===== src/rtl/mel_pkg.sv =====
package mel_pkg;

    localparam int NUM_CLS    = 4;
    localparam int CLS_CE     = 0;
    localparam int CLS_DUE    = 1;
    localparam int CLS_SUE    = 2;
    localparam int CLS_THR    = 3;
    localparam int REG_ADDR_W = 2;

    localparam logic [REG_ADDR_W-1:0] ADDR_FIRST = 2'd0;
    localparam logic [REG_ADDR_W-1:0] ADDR_NEXT  = 2'd1;
    localparam logic [REG_ADDR_W-1:0] ADDR_MASK  = 2'd2;

    typedef logic [NUM_CLS-1:0] cls_vec_t;

    typedef struct packed {
        logic sec;
        logic ded;
        logic scrub;
    } ecc_evt_t;

    typedef struct packed {
        logic sec_over;
        logic ded_over;
    } cnt_flag_t;

    typedef enum logic [1:0] {
        SEL_FIRST,
        SEL_NEXT,
        SEL_MASK,
        SEL_NONE
    } reg_sel_e;

    function automatic reg_sel_e decode_addr(logic [REG_ADDR_W-1:0] a);
        reg_sel_e s;
        case (a)
            ADDR_FIRST: s = SEL_FIRST;
            ADDR_NEXT:  s = SEL_NEXT;
            ADDR_MASK:  s = SEL_MASK;
            default:    s = SEL_NONE;
        endcase
        return s;
    endfunction

    // Sort one cycle of raw inputs into the four error classes.
    function automatic cls_vec_t classify_evt(ecc_evt_t e, cnt_flag_t f, logic diag);
        cls_vec_t v;
        v          = '0;
        v[CLS_CE]  = e.sec;
        v[CLS_DUE] = e.ded && !e.scrub;
        v[CLS_SUE] = e.ded && e.scrub;
        v[CLS_THR] = (e.sec && f.sec_over) || (e.ded && f.ded_over) || diag;
        return v;
    endfunction

endpackage


===== src/rtl/mel_ctrl_regs.sv =====
module mel_ctrl_regs
    import mel_pkg::*;
(
    input  logic                  clk,
    input  logic                  cold_rst,
    input  logic                  warm_rst,
    input  logic                  reg_wr,
    input  logic [REG_ADDR_W-1:0] reg_addr,
    input  cls_vec_t              wr_bits,
    input  cnt_flag_t             flags,
    output cls_vec_t              mask_q,
    output cls_vec_t              clr_first,
    output cls_vec_t              clr_next,
    output logic                  unmask_thr
);

    reg_sel_e sel;
    logic     wr_ok;
    logic     mask_wr;

    assign sel     = decode_addr(reg_addr);
    assign wr_ok   = reg_wr && !warm_rst;
    assign mask_wr = wr_ok && (sel == SEL_MASK);

    assign clr_first = (wr_ok && sel == SEL_FIRST) ? wr_bits : '0;
    assign clr_next  = (wr_ok && sel == SEL_NEXT)  ? wr_bits : '0;

    // Releasing the threshold mask while a counter is already high reports at once.
    assign unmask_thr = mask_wr && mask_q[CLS_THR] && !wr_bits[CLS_THR]
                        && (flags.sec_over || flags.ded_over);

    always_ff @(posedge clk) begin
        if (cold_rst) begin
            mask_q <= '0;
        end else if (mask_wr) begin
            mask_q <= wr_bits;
        end
    end

    AST_MASK_WARM_HOLD: assert property (@(posedge clk) disable iff (cold_rst)
        (warm_rst && reg_wr) |=> $stable(mask_q));

    AST_MASK_COLD_CLEAR: assert property (@(posedge clk)
        cold_rst |=> (mask_q == '0));

endmodule


===== src/rtl/mel_classify.sv =====
module mel_classify
    import mel_pkg::*;
(
    input  logic      warm_rst,
    input  ecc_evt_t  evt,
    input  cnt_flag_t flags,
    input  logic      diag_clr,
    input  cls_vec_t  mask_q,
    input  logic      unmask_thr,
    output cls_vec_t  evt_vec
);

    cls_vec_t raw;
    cls_vec_t late_thr;

    assign raw = warm_rst ? '0 : classify_evt(evt, flags, diag_clr);

    generate
        for (genvar i = 0; i < NUM_CLS; i++) begin : g_late
            if (i == CLS_THR) begin : g_thr
                assign late_thr[i] = unmask_thr;
            end else begin : g_other
                assign late_thr[i] = 1'b0;
            end
        end
    endgenerate

    assign evt_vec = (raw & ~mask_q) | late_thr;

endmodule


===== src/rtl/mel_status_bank.sv =====
module mel_status_bank
    import mel_pkg::*;
(
    input  logic     clk,
    input  logic     cold_rst,
    input  logic     warm_rst,
    input  cls_vec_t evt_vec,
    input  cls_vec_t clr_first,
    input  cls_vec_t clr_next,
    output cls_vec_t first_q,
    output cls_vec_t next_q
);

    logic     first_empty;
    cls_vec_t first_d;
    cls_vec_t next_d;

    assign first_empty = (first_q == '0);

    generate
        for (genvar i = 0; i < NUM_CLS; i++) begin : g_bit
            // Set is ORed after the clear so a same-cycle event survives.
            assign first_d[i] = (first_q[i] && !clr_first[i]) || (first_empty && evt_vec[i]);
            assign next_d[i]  = (next_q[i]  && !clr_next[i])  || (!first_empty && evt_vec[i]);

            AST_SET_WINS: assert property (@(posedge clk) disable iff (cold_rst)
                evt_vec[i] |=> (first_q[i] || next_q[i]));

            AST_W1C_ONLY: assert property (@(posedge clk) disable iff (cold_rst)
                (first_q[i] && !clr_first[i]) |=> first_q[i]);
        end
    endgenerate

    always_ff @(posedge clk) begin
        if (cold_rst) begin
            first_q <= '0;
            next_q  <= '0;
        end else begin
            first_q <= first_d;
            next_q  <= next_d;
        end
    end

    AST_FIRST_ROUTE: assert property (@(posedge clk) disable iff (cold_rst)
        (first_empty && evt_vec != '0) |=> (first_q == $past(evt_vec)));

    AST_NEXT_ROUTE: assert property (@(posedge clk) disable iff (cold_rst)
        (!first_empty && evt_vec != '0) |=> ((next_q & $past(evt_vec)) == $past(evt_vec)));

    AST_STATUS_WARM_HOLD: assert property (@(posedge clk) disable iff (cold_rst)
        warm_rst |=> ($stable(first_q) && $stable(next_q)));

    AST_STATUS_COLD_CLEAR: assert property (@(posedge clk)
        cold_rst |=> (first_q == '0 && next_q == '0));

endmodule


===== src/rtl/mem_err_logger.sv =====
module mem_err_logger
    import mel_pkg::*;
#(
    parameter int DATA_W = 16
) (
    input  logic              clk,
    input  logic              cold_rst,
    input  logic              warm_rst,
    input  logic              ecc_sec,
    input  logic              ecc_ded,
    input  logic              ecc_scrub,
    input  logic              sec_over_thr,
    input  logic              ded_over_thr,
    input  logic              diag_sec_clr,
    input  logic              reg_wr,
    input  logic [1:0]        reg_addr,
    input  logic [DATA_W-1:0] reg_wdata,
    output logic [DATA_W-1:0] reg_rdata,
    output logic              err_irq
);

    localparam int PAD_W = DATA_W - NUM_CLS;

    ecc_evt_t  evt;
    cnt_flag_t flags;
    cls_vec_t  wr_bits;
    cls_vec_t  mask_q;
    cls_vec_t  clr_first;
    cls_vec_t  clr_next;
    cls_vec_t  evt_vec;
    cls_vec_t  first_q;
    cls_vec_t  next_q;
    logic      unmask_thr;
    logic      wdata_unused;

    assign evt          = '{sec: ecc_sec, ded: ecc_ded, scrub: ecc_scrub};
    assign flags        = '{sec_over: sec_over_thr, ded_over: ded_over_thr};
    assign wr_bits      = reg_wdata[NUM_CLS-1:0];
    assign wdata_unused = ^reg_wdata[DATA_W-1:NUM_CLS];

    mel_ctrl_regs i_ctrl (
        .clk        (clk),
        .cold_rst   (cold_rst),
        .warm_rst   (warm_rst),
        .reg_wr     (reg_wr),
        .reg_addr   (reg_addr),
        .wr_bits    (wr_bits),
        .flags      (flags),
        .mask_q     (mask_q),
        .clr_first  (clr_first),
        .clr_next   (clr_next),
        .unmask_thr (unmask_thr)
    );

    mel_classify i_classify (
        .warm_rst   (warm_rst),
        .evt        (evt),
        .flags      (flags),
        .diag_clr   (diag_sec_clr),
        .mask_q     (mask_q),
        .unmask_thr (unmask_thr),
        .evt_vec    (evt_vec)
    );

    mel_status_bank i_bank (
        .clk       (clk),
        .cold_rst  (cold_rst),
        .warm_rst  (warm_rst),
        .evt_vec   (evt_vec),
        .clr_first (clr_first),
        .clr_next  (clr_next),
        .first_q   (first_q),
        .next_q    (next_q)
    );

    assign err_irq = |((first_q | next_q) & ~mask_q);

    always_comb begin
        case (decode_addr(reg_addr))
            SEL_FIRST: reg_rdata = {{PAD_W{1'b0}}, first_q};
            SEL_NEXT:  reg_rdata = {{PAD_W{1'b0}}, next_q};
            SEL_MASK:  reg_rdata = {{PAD_W{1'b0}}, mask_q};
            default:   reg_rdata = '0;
        endcase
    end

    generate
        for (genvar i = 0; i < NUM_CLS; i++) begin : g_mask_chk
            AST_MASKED_NO_SET: assert property (@(posedge clk) disable iff (cold_rst)
                (mask_q[i] && !first_q[i] && !next_q[i]
                 && !(reg_wr && reg_addr == ADDR_MASK)) |=> (!first_q[i] && !next_q[i]));
        end
    endgenerate

    AST_UNMASK_THR: assert property (@(posedge clk) disable iff (cold_rst)
        (reg_wr && !warm_rst && reg_addr == ADDR_MASK && mask_q[CLS_THR]
         && !reg_wdata[CLS_THR] && (sec_over_thr || ded_over_thr))
        |=> (first_q[CLS_THR] || next_q[CLS_THR]));

    AST_IRQ_FOLLOWS_LOG: assert property (@(posedge clk) disable iff (cold_rst)
        ((evt_vec != '0) && !(reg_wr && reg_addr == ADDR_MASK)) |=> err_irq);

endmodule


===== config.mk =====
export PLATFORM = sky130hd
export DESIGN_NAME = mem_err_logger
export DESIGN_NICKNAME = d
export VERILOG_FILES = /design/src/rtl/mel_pkg.sv /design/src/rtl/mel_ctrl_regs.sv /design/src/rtl/mel_classify.sv /design/src/rtl/mel_status_bank.sv /design/src/rtl/mem_err_logger.sv
export SDC_FILE = /design/constraint.sdc
export NUM_CORES = 1
export LEC_CHECK = 0
export CAP_MARGIN = 20
export CORE_MARGIN = 1
export CORE_UTILIZATION = 30
export CTS_BUF_LIST = sky130_fd_sc_hd__clkbuf_16
export CTS_CLUSTER_SIZE = 28
export DETAILED_ROUTE_END_ITERATION = 10
export GPL_ROUTABILITY_DRIVEN = 0
export PLACE_DENSITY_LB_ADDON = 0.25
export SETUP_SLACK_MARGIN = 0.05
export SYNTH_ARGS = -nofsm -noshare
export SYNTH_HDL_FRONTEND = slang
export SYNTH_SLANG_ARGS = --single-unit

===== constraint.sdc =====
create_clock -name clk -period 3.5 [get_ports clk]
set_input_delay 0.7 -clock clk [delete_from_list [all_inputs] [get_ports clk]]
set_output_delay 0.7 -clock clk [all_outputs]
set_load 0.01 [all_outputs]

==> qor.csv, run 1 <==
metric,value,unit
hold_buf cts,0,
Worst Path Buf+Inv,2,
worst slew pin tran,874,ps
initial DRC count,15,
Final Hold Fails,0,
DRT Pass-1 Iters,3,
post-route ant nets,0,
crit-path max cell delay,570,ps
worst r2r dst,i_bank.first_q[3],
clock sinks,12,
Power Density,449,nW/um2
residual DRC count,0,
"most common cell after layout, fill and taps aside",clkdlybuf4s50_1,
post-cts repair resize count,0,
Final period util,0.865,
Max Clk Rate,330,MHz
WP data required,2800,ps
worst path cell trace,"clkdlybuf4s50_1, nor2b_1, nand2_1, o21ai_0, clkdlybuf4s50_1",
Mean Syn Cell Area,8.09,um2
largest vdd supply drop,0.000170,V
crit end category,output port,
"EDFF count, synth",0,
"Cell Area, Synth",768,um2
ratio of cells with drive above 1 in the final layout,0.0348,
chip width,52.6,um
Nets,144,
Boundary Pins,45,
Worst setup SP type,input pin,
RSZ-0062 raised after global routing,no,
Period minus WS final,3030,ps
cell repeated most along the worst path,clkdlybuf4s50_1,
clock slew at reported path FFs,40,ps
Root Driver,clkbuf_16,
# H-tree levels,1,
crit-path leading delay family,buffers and inverters,
# setup viols final,0,
Post-DP Area,936,um2
"commonest cells after routing, fill and taps aside","clkdlybuf4s50_1 (20), conb_1 (12), dfxtp_1 (12)",
filler cell count,242,
Max Root-Sink Buffers,2,
Die Area,2770,um2
Synth Register Bits,12,
row cnt,17,
GR Overflow Total,0,
final instance area,1010,um2
vias in the first global route,732,
area delta synth->final,32.1,%
fraction of registers with async set/reset,0,
hpwl dp,1480,um
Initial Utilization,0.331,
largest net degree at the start of global routing,14,
CP Max Fanout,8,
via/cell ratio,5.11,
status,finished clean,
final setup TNS,0,ps
total track usage,0.157,
Worst EP arrival,2330,ps
RR Startpoint,i_bank.first_q[1],
first-pass GRT wire length,3150,um
Hold WC Path Type,register to register,
Max Cap Viol,0,
I/O Buffers,20,
clock latency on the worst-skew pair,240,ps
commonest register cell after synthesis,dfxtp_1,
core area,2320,um2
# diodes,0,
LEAKAGE,0.385,nW
Slew Limit Fails,0,
synth warn,0,
Relative slew margins,0.412,
TritonCTS clock tree,built,
critical path class,input pin to output port,
drt wl/cell,13.6,um
Worst Skew,2.71,ps
routed vias,731,
R2R depth,3,
total CTS buffers,3,
CP max-delay cell,clkdlybuf4s50_1,
Worst Hold Launch,i_bank.next_q[0],
Hold Path Sink,i_bank.next_q[0],
Yosys cell types,26,
antenna violations before repair,0,
total wire length,1940,um
cells after synthesis,95,
"Seq/Total Area, Yosys",0.313,
R2R setup slack,1980,ps
worst hold stages,2,
Die Y,52.6,um
"Setup Fix Bufs, Post-CTS",0,
==> tightest hold or removal path, delay by kind of cell (launching register included) <==
kind,cells,cell delay [ps]
DFF,1,320
AOI/OAI and AO/OA,2,130
==> state kept, by name, indices dropped and copies added, names as in the netlist <==
| signal | cells |
|---|---|
| i_ctrl.mask_q | 4 |
| i_bank.first_q | 4 |
| i_bank.next_q | 4 |
==> Yosys cell counts (all sizes together) (2+ instances only) <==
library cell,count,share of area
a21oi,6,0.039
buf,14,0.14
dfxtp,12,0.31
inv,5,0.024
mux2i,8,0.10
nand2,10,0.049
nand4,2,0.016
nor2,9,0.044
o211ai,2,0.020
o21ai,10,0.065
o311ai,2,0.023
==> stage by stage <==
| step | power [mW] | util | cells | hold WS (ps) | worst slack [ps] |
|---|---|---|---|---|---|
| after floorplan | 0.216 | - | 106 | 466 | 1560 |
| after global placement | 0.249 | 0.404 | 139 | 486 | 493 |
| final | 0.456 | 0.438 | 143 | 500 | 473 |
| after CTS | 0.458 | 0.438 | 143 | 506 | 482 |
| after detailed placement | 0.251 | 0.404 | 139 | 500 | 487 |
| after global routing | 0.474 | 0.438 | 143 | 548 | 384 |
==> worst max path at each step <==
stage                 from            to  slack (ps)  cells past startpoint
5_1_grt        reg_addr[0]  reg_rdata[0]         380                      5
6_report       reg_addr[0]  reg_rdata[1]         470                      5
3_3_place_gp   reg_addr[0]  reg_rdata[1]         490                      5
2_1_floorplan  reg_addr[0]  reg_rdata[0]        1560                      4
3_5_place_dp   reg_addr[0]  reg_rdata[1]         490                      5
4_1_cts        reg_addr[0]  reg_rdata[1]         480                      5
==> layer usage <==
metal	up-vias	GRT usage	share of wire
met3	2	0.00290	0.046
met5	-	0	0
met2	24	0.283	0.50
li1	358	-	-
met1	347	0.177	0.44
met4	0	0.105	0.014
==> cell families after synthesis <==
| kind of cell | share of synthesized area |
|---|---|
| muxes | 0.104 |
| and+or+nand+nor | 0.218 |
| buffers and inverters | 0.166 |
| AOI/OAI and AO/OA | 0.194 |
| other | 0.00488 |
| DFF | 0.313 |
==> report_power, final <==
part	switching (mW)	internal (mW)
Combinational	0.0479	0.0468
Sequential	0.00919	0.146
Clock	0.0560	0.150
Total	0.113	0.343
==> cell type report <==
type	count	area [um2]	share of cell area
inverter	5	18.8	0.0185
clock buffer	3	75.1	0.0740
sequential	12	240	0.237
multi-input combinational	74	442	0.435
timing repair buffer	20	200	0.197
tap	28	35.0	0.0345
clock inverter	1	3.75	0.00370
No activity file was read; power rests on OpenSTA's default activity.
==> run 2, diff against run 1 <==
--- a/config.mk
+++ b/config.mk
@@ -7,12 +7,13 @@
 export LEC_CHECK = 0
 export CAP_MARGIN = 20
 export CORE_MARGIN = 1
-export CORE_UTILIZATION = 30
+export CORE_UTILIZATION = 40
 export CTS_BUF_LIST = sky130_fd_sc_hd__clkbuf_16
 export CTS_CLUSTER_SIZE = 28
 export DETAILED_ROUTE_END_ITERATION = 10
 export GPL_ROUTABILITY_DRIVEN = 0
 export PLACE_DENSITY_LB_ADDON = 0.25
+export REMOVE_ABC_BUFFERS = 1
 export SETUP_SLACK_MARGIN = 0.05
 export SYNTH_ARGS = -nofsm -noshare
 export SYNTH_HDL_FRONTEND = slang
==> run 2 against run 1 <==
  * Fmax rose by 1.0%
  * Hold slack got worse by 3.4 ps
  * Non-clock buffer count unchanged
  * Clock power grew 3%
  * Clock skew is 2.0 ps lower
  * Clock-buffer cell count is the same
  * Core utilization is 14 points higher
  * Critical path type unchanged
  * Largest power group unchanged
==> qor.csv, run 2 (same netlist as run 1, synthesis figures left out) <==
metric,value,unit,change
RR Startpoint,i_bank.first_q[1],,unchanged
Worst Path Buf+Inv,2,,unchanged
Hold WC Path Type,register to register,,unchanged
area of the multi-input gates,442,um2,unchanged
critical path class,input pin to output port,,unchanged
crit-path leading delay family,buffers and inverters,,unchanged
crit-path max cell delay,590,ps,was 570 ps
clock sinks,12,,unchanged
"most common cell after layout, fill and taps aside",clkdlybuf4s50_1,,unchanged
total wire length,1690,um,was 1940 um
post-cts repair resize count,0,,unchanged
Seq pwr share,0.337,,was 0.341
"commonest cells after routing, fill and taps aside","clkdlybuf4s50_1 (20), conb_1 (12), dfxtp_1 (12)",,unchanged
GR Util met1,0.244,,was 0.177
Net Sw Frac,0.251,,was 0.248
hpwl dp,1300,um,was 1480 um
initial DRC count,24,,was 15
WP data required,2800,ps,about the same
worst path cell trace,"clkdlybuf4s50_1, nor2b_1, nand2_1, o21ai_0, clkdlybuf4s50_1",,unchanged
clock slew at reported path FFs,40,ps,about the same
# diodes,0,,unchanged
Logic pwr share,0.201,,was 0.208
area delta synth->final,31.6,%,was 32.1%
drt wl/cell,12.0,um,was 13.6 um
chip width,45.8,um,was 52.6 um
LEAKAGE,0.385,nW,unchanged
Root Driver,clkbuf_16,,unchanged
top flop regs,"i_bank.first_q: 4 flops, i_bank.next_q: 4 flops, i_ctrl.mask_q: 4 flops",,unchanged
total CTS buffers,3,,unchanged
Clk pwr share,0.462,,was 0.452
Pwr Total,459,uW,was 456 uW
CP max-delay cell,clkdlybuf4s50_1,,unchanged
placed cells,136,,was 139
Final period util,0.856,,was 0.865
Initial Utilization,0.435,,was 0.331
total track usage,0.188,,was 0.157
filler cell count,170,,was 242
residual DRC count,0,,unchanged
# H-tree levels,1,,unchanged
post-route ant nets,0,,unchanged
vias in the first global route,632,,was 732
Nets,144,,unchanged
R2R setup slack,2060,ps,was 1980 ps
Post-DP Area,932,um2,was 936 um2
hold_buf cts,0,,unchanged
Power Density,454,nW/um2,was 449 nW/um2
Relative slew margins,0.435,,was 0.412
first-pass GRT wire length,2800,um,was 3150 um
# setup viols final,0,,unchanged
Boundary Pins,45,,unchanged
routed vias,738,,was 731
crit end category,output port,,unchanged
"Setup Fix Bufs, Post-CTS",0,,unchanged
non-filler instance count after layout,140,,was 143
final instance area,1010,um2,about the same
WHS,496,ps,was 500 ps
TritonCTS clock tree,built,,unchanged
worst slew pin tran,840,ps,was 874 ps
critical path depth in cells,5,,unchanged
R2R depth,3,,unchanged
GR Overflow Total,0,,unchanged
row cnt,15,,was 17
Worst Skew,0.673,ps,was 2.71 ps
Setup crit end,reg_rdata[2],,was reg_rdata[1]
Max Root-Sink Buffers,2,,unchanged
Slew Limit Fails,0,,unchanged
core area,1760,um2,was 2320 um2
final setup TNS,0,ps,unchanged
RSZ-0062 raised after global routing,no,,unchanged
Die Area,2100,um2,was 2770 um2
status,finished clean,,unchanged
clock latency on the worst-skew pair,240,ps,about the same
Die Y,45.8,um,was 52.6 um
Int Pwr,343,uW,about the same
Worst setup SP type,input pin,,unchanged
most used routing layer,met2,,unchanged
Max Clk Rate,334,MHz,was 330 MHz
I/O Buffers,20,,unchanged
largest vdd supply drop,0.000255,V,was 0.000170 V
antenna violations before repair,0,,unchanged
Max Cap Viol,0,,unchanged
GR Util met3,0.0357,,was 0.00290
CP Max Fanout,8,,unchanged
Worst EP arrival,2300,ps,was 2330 ps
cell repeated most along the worst path,clkdlybuf4s50_1,,unchanged
DRT Pass-1 Iters,4,,was 3
worst setup path startpoint,reg_addr[0],,unchanged
worst r2r dst,i_bank.first_q[3],,unchanged
Period minus WS final,3000,ps,was 3030 ps
via/cell ratio,5.27,,was 5.11
largest net degree at the start of global routing,14,,unchanged
Reg area,240,um2,unchanged
sw power,115,uW,was 113 uW
Final Hold Fails,0,,unchanged
ratio of cells with drive above 1 in the final layout,0.0348,,unchanged
M2 GR Usage,0.309,,was 0.283
[run 2: worst min path at each step]
stage	start	end	slack, ps	cells past startpoint
global route	i_bank.next_q[1]	i_bank.next_q[1]	530	2
floorplan	i_bank.next_q[1]	i_bank.next_q[1]	460	2
detailed placement	i_bank.next_q[0]	i_bank.next_q[0]	490	2
CTS	i_bank.next_q[0]	i_bank.next_q[0]	500	2
finish	i_bank.next_q[0]	i_bank.next_q[0]	500	2
global placement	i_bank.next_q[1]	i_bank.next_q[1]	480	2
[run 2: worst register-to-register path: cells and delay by family, from the launching register on]
| family | cells | cell delay, ps |
|---|---|---|
| AO/OA/AOI/OAI | 1 | 110 |
| flip-flops | 1 | 330 |
| AND/OR/NAND/NOR | 2 | 910 |
[run 2: power by group through the flow]
stage	Clock (mW)	Combinational (mW)	Sequential (mW)
after floorplan	0	0.0477	0.155
after global placement	0	0.0891	0.157
after detailed placement	0	0.0915	0.157
after CTS	0.212	0.0919	0.155
after global routing	0.216	0.102	0.157
final	0.212	0.0920	0.155
[run 2: area by class of cell]
cell class | count | area share
tap | 25 | 0.0309
timing repair buffer | 20 | 0.198
multi-input combinational | 74 | 0.437
sequential | 12 | 0.238
inverter | 5 | 0.0186
clock buffer | 3 | 0.0743
clock inverter | 1 | 0.00371
[run 2: metal layers]
layer	vias to the layer above	wire length, um
met5	-	0
met4	0	27
met3	2	135
met1	334	742
met2	41	780
li1	361	-
[run 2: metrics by stage]
| stage | utilization | setup WS [ps] |
|---|---|---|
| final | 0.573 | 504 |
| after global routing | 0.573 | 335 |
| after CTS | 0.573 | 492 |
| after detailed placement | 0.528 | 499 |
| after global placement | 0.528 | 514 |
| after floorplan | - | 1700 |
